==> src/rtl/adc_ser_pkg.sv <==
package adc_ser_pkg;

    // Readout ordering latched at each accepted start
    typedef enum logic {
        RD_AFTER  = 1'b0,
        RD_DURING = 1'b1
    } rd_mode_e;

endpackage

==> src/rtl/adc_conv_timer.sv <==
module adc_conv_timer #(
    parameter int unsigned CONV_CYCLES = 400
) (
    input  logic clk,
    input  logic rst_n,
    input  logic start_i,
    input  logic busy_i,
    output logic accept_o,
    output logic done_o,
    output logic active_o
);

    localparam int unsigned CNT_W = (CONV_CYCLES > 2) ? $clog2(CONV_CYCLES) : 1;

    typedef struct packed {
        logic             start_q;
        logic             act;
        logic [CNT_W-1:0] cnt;
    } tmr_t;

    tmr_t s_d, s_q;

    always_comb begin
        s_d         = s_q;
        s_d.start_q = start_i;
        accept_o    = start_i & ~s_q.start_q & ~busy_i;
        done_o      = s_q.act && (s_q.cnt == '0);
        if (s_q.act) begin
            if (done_o) begin
                s_d.act = 1'b0;
            end else begin
                s_d.cnt = s_q.cnt - 1'b1;
            end
        end
        if (accept_o) begin
            s_d.act = 1'b1;
            s_d.cnt = CNT_W'(CONV_CYCLES - 1);
        end
        active_o = s_q.act;
    end

    always_ff @(posedge clk or negedge rst_n) begin
        if (!rst_n) begin
            s_q <= '0;
        end else begin
            s_q <= s_d;
        end
    end

endmodule

==> src/rtl/adc_frame_shifter.sv <==
module adc_frame_shifter #(
    parameter int unsigned DATA_W = 18,
    parameter int unsigned DIV_W  = 2
) (
    input  logic              clk,
    input  logic              rst_n,
    input  logic              load_i,
    input  logic [DATA_W-1:0] data_i,
    input  logic [DIV_W-1:0]  div_i,
    output logic              active_o,
    output logic              sclk_o,
    output logic              sdata_o
);

    localparam int unsigned PH_W  = ((1 << DIV_W) - 1 > 0) ? (1 << DIV_W) - 1 : 1;
    localparam int unsigned BIT_W = (DATA_W > 2) ? $clog2(DATA_W) : 1;

    typedef struct packed {
        logic              act;
        logic              hi;
        logic [PH_W-1:0]   ph;
        logic [PH_W-1:0]   half;
        logic [BIT_W-1:0]  left;
        logic [DATA_W-1:0] sh;
    } shf_t;

    shf_t s_d, s_q;
    logic [PH_W:0]   span;
    logic [PH_W-1:0] half_m1;

    always_comb begin
        span    = {{PH_W{1'b0}}, 1'b1} << div_i;
        half_m1 = PH_W'(span - 1'b1);
        s_d     = s_q;
        if (s_q.act) begin
            if (s_q.ph == s_q.half) begin
                s_d.ph = '0;
                if (!s_q.hi) begin
                    s_d.hi = 1'b1;
                end else begin
                    s_d.hi = 1'b0;
                    if (s_q.left == '0) begin
                        s_d.act = 1'b0;
                    end else begin
                        s_d.left = s_q.left - 1'b1;
                        s_d.sh   = {s_q.sh[DATA_W-2:0], 1'b0};
                    end
                end
            end else begin
                s_d.ph = s_q.ph + 1'b1;
            end
        end
        if (load_i) begin
            s_d.act  = 1'b1;
            s_d.hi   = 1'b0;
            s_d.ph   = '0;
            s_d.half = half_m1;
            s_d.left = BIT_W'(DATA_W - 1);
            s_d.sh   = data_i;
        end
        active_o = s_q.act;
        sclk_o   = s_q.act & s_q.hi;
        sdata_o  = s_q.act & s_q.sh[DATA_W-1];
    end

    always_ff @(posedge clk or negedge rst_n) begin
        if (!rst_n) begin
            s_q <= '0;
        end else begin
            s_q <= s_d;
        end
    end

endmodule

==> src/rtl/adc_serial_master.sv <==
module adc_serial_master
    import adc_ser_pkg::*;
#(
    parameter int unsigned DATA_W      = 18,
    parameter int unsigned CONV_CYCLES = 400,
    parameter int unsigned DIV_W       = 2
) (
    input  logic              clk,
    input  logic              rst_n,
    input  logic              conv_start,
    input  logic [DATA_W-1:0] conv_data,
    input  logic              ext_clk_sel,
    input  logic              read_during,
    input  logic              sclk_inv,
    input  logic              sync_inv,
    input  logic [DIV_W-1:0]  div_sel,
    output logic              busy,
    output logic              sclk,
    output logic              sync,
    output logic              sdout
);

    typedef struct packed {
        rd_mode_e          mode;
        logic              pvld;
        logic [DATA_W-1:0] pend;
    } top_t;

    top_t s_d, s_q;

    logic              accept, done, conv_act;
    logic              sh_act, sclk_raw, sd_raw;
    logic              busy_w, load_after, load_during, load;
    logic [DATA_W-1:0] load_data;

    assign busy_w = conv_act | sh_act;

    adc_conv_timer #(
        .CONV_CYCLES(CONV_CYCLES)
    ) u_timer (
        .clk     (clk),
        .rst_n   (rst_n),
        .start_i (conv_start),
        .busy_i  (busy_w),
        .accept_o(accept),
        .done_o  (done),
        .active_o(conv_act)
    );

    adc_frame_shifter #(
        .DATA_W(DATA_W),
        .DIV_W (DIV_W)
    ) u_shift (
        .clk     (clk),
        .rst_n   (rst_n),
        .load_i  (load),
        .data_i  (load_data),
        .div_i   (div_sel),
        .active_o(sh_act),
        .sclk_o  (sclk_raw),
        .sdata_o (sd_raw)
    );

    always_comb begin
        s_d         = s_q;
        load_after  = done & (s_q.mode == RD_AFTER) & ~ext_clk_sel;
        load_during = accept & read_during & s_q.pvld & ~ext_clk_sel;
        load        = load_after | load_during;
        load_data   = load_after ? conv_data : s_q.pend;
        if (accept) begin
            s_d.mode = rd_mode_e'(read_during);
        end
        if (load_during) begin
            s_d.pvld = 1'b0;
        end
        if (done) begin
            if (s_q.mode == RD_DURING) begin
                s_d.pend = conv_data;
                s_d.pvld = 1'b1;
            end else begin
                s_d.pvld = 1'b0;
            end
        end
    end

    always_ff @(posedge clk or negedge rst_n) begin
        if (!rst_n) begin
            s_q <= '0;
        end else begin
            s_q <= s_d;
        end
    end

    assign busy  = busy_w;
    assign sclk  = sclk_raw ^ sclk_inv;
    assign sync  = sh_act ^ sync_inv;
    assign sdout = sd_raw;

endmodule

==> config.mk <==
export PLATFORM = sky130hd
export DESIGN_NAME = adc_serial_master
export DESIGN_NICKNAME = d
export VERILOG_FILES = /design/src/rtl/adc_ser_pkg.sv /design/src/rtl/adc_conv_timer.sv /design/src/rtl/adc_frame_shifter.sv /design/src/rtl/adc_serial_master.sv
export SDC_FILE = /design/constraint.sdc
export NUM_CORES = 1
export LEC_CHECK = 0
export BUFFER_PORTS_ARGS = -buffer_cell sky130_fd_sc_hd__buf_2
export CORE_MARGIN = 2
export CORE_UTILIZATION = 45
export CTS_CLUSTER_DIAMETER = 60
export CTS_CLUSTER_SIZE = 28
export DETAILED_ROUTE_END_ITERATION = 12
export PLACE_DENSITY = 0.77
export SLEW_MARGIN = 10
export SYNTH_ARGS = -nofsm -noshare
export SYNTH_HDL_FRONTEND = slang
export SYNTH_SLANG_ARGS = --single-unit
export TNS_END_PERCENT = 30
==> constraint.sdc <==
create_clock -name clk -period 1.85 [get_ports clk]
set_input_delay 0.185 -clock clk [delete_from_list [all_inputs] [get_ports clk]]
set_output_delay 0.185 -clock clk [all_outputs]
set_load 0.01 [all_outputs]
==> results.md, run 1 <==
- Status: finished, violations left
- Failing checks: setup timing
- Part of the cycle the worst path needs: 106%
- FMAX: 0.508 GHz
- Maxcap violations: 0
- Drt via density: 5.76
- Clock root cell: clkbuf_8
- R2r startpoint: u_shift.s_q[18]
- Number of synthesized flops with an enable pin: 0
- First-pass detailed-route iteration total: 4
- CTS Sinks: 62
- Core area: 0.00646 mm²
- Drt drc: 0
- RSZ-0062 raised after global routing: yes
- TritonCTS clock tree: yes
- Final Max Slew Viols: 0
- Fillcell total: 474
- Min-Delay Path Class: input pin to register
- Syn_nets: 313
- Dpl hpwl: 4360 µm
- Skew final: 0.0122 ns
- N_diodes: 0
- Arrival time at the worst endpoint: 2.20 ns
- Mapped cell area: 0.00304 mm²
- GRT Residual Overflow: 0
- Antenna violations before repair: 0
- Post-Place Cells: 404
- Boundary pin count: 31
- First-pass GRT wire length: 11400 µm
- Initial core utilization: 47.1%
- Final hold viol count: 0
- Synth warn: 0
- Gp weighted congestion: 0.852
- Port bufs: 30
- WL final: 7410 µm
- Yosys top cell by area: dfrtp_1
- Die area: 0.00744 mm²
- Total power: 2.61 mW
- Largest fanout on the critical path: 5
- Global-route usage over all layers: 20.1%
- Vias in the first global route: 2363
- Number of synthesized register bits: 62
- Num rows: 29
- Hold Crit Start: div_sel[1]
- Mapped Cells: 281
- Ys async rst share: 100%
- Ranking of synthesized cells by area: dfrtp_1 (51%), mux2_2 (7.4%), a211oi_1 (4.2%)
- Slew @ Worst Pin: 0.443 ns
- DRT antenna net count: 0
- Reg clk slew, reported paths: 0.08 ns
- Dpl cell area: 0.00351 mm²
- Vias: 2469
- Die Wd: 86.3 µm
- Clock buffer depth: 2
- Chip height: 86.3 µm
- Crit Reg-Reg Endpoint: u_shift.s_q[11]
- Ys flop type: dfrtp_1
- Critical Path Start: u_shift.s_q[18]
- Crit end category: register
- Initial DRC Count: 219
- CP required: 2.08 ns
- Setup crit start kind: register
- Share of the synthesized area in the top cell type: 51.0%
- Distinct cells, synth: 41
- Area grow syn2layout: 31.9%
- Worst Setup EP: u_shift.s_q[11]
- Number of CTS-inserted buffers: 9
- Later-pin clock latency in the skew report: 0.36 ns
- Share of cells above drive strength 1: 42.3%
- Post-synth top cells: dfrtp_1 (62), nor2_1 (26), nand2_1 (24)
- Nets: 379
- Mean Syn Cell Area: 10.8 µm²
- Sequential area share after synthesis: 51.0%
- Final non-filler cell total: 429
- Final setup viols: 21
- Critical path class: register to register
- Design area: 0.00402 mm²
- DR WL/cell: 17.3 µm
- TNS Setup: -1.45 ns
- Maximum vdd ir drop: 448 µV
- Largest net degree at the start of global routing: 63
- Worst rel slew slack: 70.2%
- PD cells: 651 mW/mm²
- Pleak: 1.85 nW
- R2R Setup Slk: -0.12 ns
- Setup WS pre-CTS: -0.154 ns
- Reg2reg path depth: 8
- H-tree levels: 3
- Smallest setup slack after layout: -0.120 ns
- Top-count cell post-synth: dfrtp_1
- Final Critical Period: 1.97 ns
==> timing repair <==
action | 4_1_cts | 5_1_grt
hold endpoints to repair | 63 | 0
buffers inserted | 2 | 2
pin swaps | 29 | 8
resized for setup | 28 | 25
hold buffers | 2 | 0
endpoints found under the setup margin | 25 | 51
cloned | 2 | 1
==> metal layers <==
metal  up-vias  routed length (µm)  GRT usage (%)
met5         -                   0              0
met4         0                 183           12.5
met3        19                 393           4.10
met2        87                3690           29.7
met1      1228                3140           27.4
li1       1135                   -              -
==> cell families after synthesis <==
| kind of cell | share of synthesized area (%) |
|---|---|
| AOI/OAI and AO/OA | 15.8 |
| xor gates and xnor gates | 4.03 |
| adders and majority gates | 2.06 |
| buffers and inverters | 4.40 |
| DFF | 51.0 |
| muxes | 8.38 |
| and+or+nand+nor | 14.4 |
==> area by class of cell <==
class | count | area (µm²) | share of cell area (%)
Timing Repair Buffer | 72 | 603 | 15.0
Sequential cell | 62 | 1550 | 38.6
Clock inverter | 7 | 50.0 | 1.25
Clock buffer | 9 | 124 | 3.08
Inverter | 8 | 30.0 | 0.748
Multi-Input combinational cell | 194 | 1560 | 38.9
Tap cell | 77 | 96.3 | 2.40
==> placed cells by master, fill, tap and decap left out, drive strengths merged, types with 3 or more instances in the layout <==
cell type / synthesis / final
buf: 8 / 69
dfrtp: 62 / 62
nor2: 26 / 26
nand2: 25 / 25
mux2: 20 / 20
o22ai: 18 / 18
a211oi: 17 / 17
a21boi: 17 / 17
clkbuf: 9 / 10
xnor2: 9 / 9
nand3: 9 / 9
inv: 8 / 9
xor2: 5 / 5
ha: 5 / 5
and2: 5 / 5
o21ai: 4 / 4
a21oi: 4 / 4
mux2i: 3 / 3
clkinvlp: 0 / 3
nor3: 3 / 3
clkinv: 0 / 3
==> worst max-delay path: stages, from the launching register on <==
cell and delay (ns):
dfrtp_1 0.40, inv_2 0.06, ha_1 0.12, or4b_4 0.46
and2_4 0.16, and2_4 0.20, buf_16 0.15, mux2i_1 0.18
a21oi_1 0.10
==> flip-flops by register name, summed over array words and instances, names as in the netlist <==
register	count
s_q	20
u_shift.active_o	1
u_shift.s_q	30
u_timer.active_o	1
u_timer.s_q	10
==> through the flow <==
stage                     util, %  hold slack [ns]
after global routing         62.2           0.0740
after floorplan                 -           -0.111
final                        62.2           0.0544
after CTS                    60.0           0.0531
after global placement       54.3            0.215
after detailed placement     54.3            0.216
==> where the power goes <==
group	switching [mW]	leakage, nW	internal, mW
Clock	0.600	0.0816	0.487
Sequential	0.0206	0.754	1.38
Combinational	0.0650	1.02	0.0580
==> worst min-delay path by stage <==
stage	to	slack, ns	depth (start not counted)
final	u_shift.s_q[24]	0.05	3
after global routing	u_shift.s_q[24]	0.07	3
after CTS	u_shift.s_q[24]	0.05	3
after detailed placement	u_timer.s_q[5]	0.22	2
after global placement	u_timer.s_q[5]	0.21	2
after floorplan	s_q[0]	-0.11	0
Power figures use the tool's default switching activity.
==> inputs of run 2 (changes only) <==
--- a/config.mk
+++ b/config.mk
@@ -5,6 +5,7 @@
 export SDC_FILE = /design/constraint.sdc
 export NUM_CORES = 1
 export LEC_CHECK = 0
+export ABC_AREA = 1
 export BUFFER_PORTS_ARGS = -buffer_cell sky130_fd_sc_hd__buf_2
 export CORE_MARGIN = 2
 export CORE_UTILIZATION = 45
==> run 2 against run 1 <==
Compared with the run above:
- the flow now finishes without violations
- sequential share of layout area is 0.79 points higher
- core utilization is 7.6 points lower
- clock-buffer cell count is 1 higher
- worst hold slack worse by 0.0095 ns
- non-clock buffer count is 19 lower
- sequential power is 3% lower
- clock power is 21% higher
- critical path depth is 4 higher
- cell count is 32% higher
- global-route usage is 0.47 points higher
- die area is 8.8% higher
- largest cell class unchanged
==> results.md, run 2 <==
- Status: completed
- Port bufs: 30 (unchanged)
- Clock root cell: clkbuf_8
- TritonCTS clock tree: yes
- Crit Reg-Reg Endpoint: s_q[5]
- Simple-Gate Fraction of Synth Area: 36.1% (+22 points)
- Final setup viols: 0 (-100%)
- Initial DRC Count: 284 (+30%)
- Hold Path Stages: 3 (unchanged)
- Die area: 0.00809 mm² (+8.8%)
- Ranking of synthesized cells by area: dfrtp_1 (47%), nand2_1 (15%), nand4_1 (11%)
- Initial core utilization: 46.1% (-1.1 points)
- Mean Syn Cell Area: 7.82 µm² (-28%)
- Share of the synthesized area in the top cell type: 46.7% (-4.3 points)
- Maxcap violations: 0 (unchanged)
- Ys flop type: dfrtp_1
- Reg clk slew, reported paths: 0.08 ns (about the same)
- Pleak: 1.83 nW (-1.1%)
- FMAX: 0.565 GHz (+11%)
- Dpl hpwl: 5190 µm (+19%)
- Share of cells above drive strength 1: 17.5% (-25 points)
- Num rows: 31 (+6.9%)
- H-tree levels: 3 (unchanged)
- DR WL/cell: 14.0 µm (-19%)
- CTS Sinks: 62 (unchanged)
- Syn_nets: 457 (+46%)
- Setup crit start kind: register
- Number of synthesized register bits: 62 (unchanged)
- Skew final: 0.00876 ns (-0.00348 ns)
- Top-count cell post-synth: nand2_1
- Mapped Cells: 425 (+51%)
- Post-synthesis mux area share: 0% (-8.4 points)
- Mapped cell area: 0.00332 mm² (+9.2%)
- Buffer and inverter count on the worst path: 4 (+2)
- Worst rel slew slack: 70.9% (+0.68 points)
- Largest net degree at the start of global routing: 63 (unchanged)
- Slew @ Worst Pin: 0.435 ns (-0.00833 ns)
- R2r startpoint: u_timer.s_q[1]
- PD cells: 700 mW/mm² (+7.6%)
- Largest fanout on the critical path: 11 (+6)
- Critical Path Slowest Stage Cell: dfrtp_1
- Post-synth top cells: nand2_1 (131), dfrtp_1 (62), nand4_1 (56)
- Crit end category: register
- Final Max Slew Viols: 0 (unchanged)
- Hold Crit Start: conv_data[7]
- Top Registers: u_shift.s_q (30), s_q (20), u_timer.s_q (10)
- Total power: 2.76 mW (+5.5%)
- Core area: 0.00721 mm² (+12%)
- Critical path class: register to register
- Drt via density: 5.41 (-5.9%)
- First-pass GRT wire length: 13600 µm (+19%)
- CP max stage delay: 0.41 ns (-0.05 ns)
- Global-route usage over all layers: 20.6% (+0.47 points)
- CP cell instances: inv_2 > ha_1 > inv_1 > nor2_1 > nand2_1 > nor2_4 > buf_4 > nand2_4 > nor2_4 > buf_4 > nand2_1 > nand2_1
- First-pass detailed-route iteration total: 5 (+1)
- Gp weighted congestion: 0.832 (-2.4%)
- Antenna violations before repair: 0 (unchanged)
- Largest family of logic cells by synthesized area: simple AND/OR/NAND/NOR gates
- Clock buffer depth: 2 (unchanged)
- Nets: 496 (+31%)
- Drt drc: 0 (unchanged)
- Final hold viol count: 0 (unchanged)
- Area grow syn2layout: 18.4%
- Biggest register: u_shift.s_q
- Post-layout util: 54.6% (-7.6 points)
- Die Wd: 90.0 µm (+4.3%)
- N_diodes: 0 (unchanged)
- Most common cell after layout, fill and taps aside: nand2_1
- Chip height: 90.0 µm (+4.3%)
- Yosys top cell by area: dfrtp_1
- Critical path's most frequent cell: nand2_1
- GRT Residual Overflow: 0 (unchanged)
- Post-synthesis xor/xnor area fraction: 0.790% (-3.2 points)
- Reg2reg path depth: 12 (+4)
- Worst path top cell family by delay: simple AND/OR/NAND/NOR gates
- Number of CTS-inserted buffers: 9 (unchanged)
- Synth Area in Compound Gates: 7.26% (-8.5 points)
- Most frequent cells in the layout: nand2_1 (131), dfrtp_1 (62), nand4_1 (56)
- Synth warn: 0 (unchanged)
- Boundary pin count: 31 (unchanged)
- Number of synthesized flops with an enable pin: 0 (unchanged)
- CP required: 2.15 ns (+0.07 ns)
- Sequential area share after synthesis: 46.7% (-4.3 points)
- Final Critical Period: 1.77 ns (-0.200 ns)
- WL final: 7950 µm (+7.3%)
- Max FFs per register: 30 (unchanged)
- Vias in the first global route: 2900 (+23%)
- RSZ-0062 raised after global routing: yes
- TNS Setup: 0 ns (+1.45 ns)
- Hold EP: s_q[7]
- Vias: 3075 (+25%)
- Later-pin clock latency in the skew report: 0.35 ns (about the same)
- Ys async rst share: 100% (unchanged)
- Maximum vdd ir drop: 429 µV (-4.4%)
- R2R Setup Slk: 0.08 ns (+0.20 ns)
- Min-Delay Path Class: input pin to register
- Synth Area in Adders: 1.88% (-0.17 points)
- DRT antenna net count: 0 (unchanged)
- Distinct cells, synth: 26 (-37%)
- Arrival time at the worst endpoint: 2.07 ns (-0.13 ns)
- Part of the cycle the worst path needs: 95.6% (-11 points)
[run 2: cells by family (layout without fill, tap and decap cells)]
family,Yosys count,count (layout)
simple gates,254,254
flops,62,62
buf+inv,54,98
compound gates,47,47
fa+ha+maj,5,5
xor+xnor,3,3
[run 2: worst max path at each step]
| stage | startpoint | to | slack [ns] | depth (start not counted) |
|---|---|---|---|---|
| detailed placement | u_timer.s_q[1] | s_q[4] | 0.07 | 12 |
| floorplan | u_timer.s_q[0] | s_q[6] | 0.26 | 11 |
| global placement | u_timer.s_q[1] | u_shift.s_q[16] | 0.15 | 12 |
| CTS | u_timer.s_q[1] | s_q[0] | 0.05 | 12 |
| global route | u_timer.s_q[1] | s_q[13] | -0.02 | 12 |
| finish | u_timer.s_q[1] | s_q[5] | 0.08 | 12 |
[run 2: area by class of cell]
type / count / area, µm²
multi-input combinational: 309 / 1550
clock inverter: 6 / 86.3
inverter: 29 / 109
clock buffer: 10 / 128
timing repair buffer: 53 / 384
tap: 99 / 124
fill: 702 / 3280
sequential: 62 / 1550
[run 2: worst min-delay path, stage by stage]
cell     delay [ns]
buf_2          0.09
nand2_1        0.05
nand2_1        0.05
[run 2: what timing repair did]
item	in CTS	in global routing
resized for setup	0	24
buffers inserted	0	0
hold buffers	2	0
endpoints found under the hold margin	63	0
setup endpoints to repair	0	42
[run 2: metrics by stage]
stage	cell area (µm²)	hold slack, ns	setup WS, ns	instances
after global routing	3940	0.0512	-0.0217	568
after global placement	3640	0.229	0.150	549
final	3940	0.0449	0.0805	568
after CTS	3870	0.0384	0.0535	567
after floorplan	3320	-0.111	0.258	425
after detailed placement	3640	0.223	0.0697	549
[run 2: per-layer routing]
layer	vias to the layer above	share of wire (%)	track usage (%)
li1	1517	-	-
met1	1448	45	28.4
met2	102	48	32.8
met3	8	5.6	4.19
met4	0	1.2	6.92
met5	-	0	0
[run 2: power breakdown]
| group | switching, mW | internal [mW] |
|---|---|---|
| clock network | 0.566 | 0.756 |
| registers | 0.000306 | 1.36 |
| logic | 0.0480 | 0.0299 |
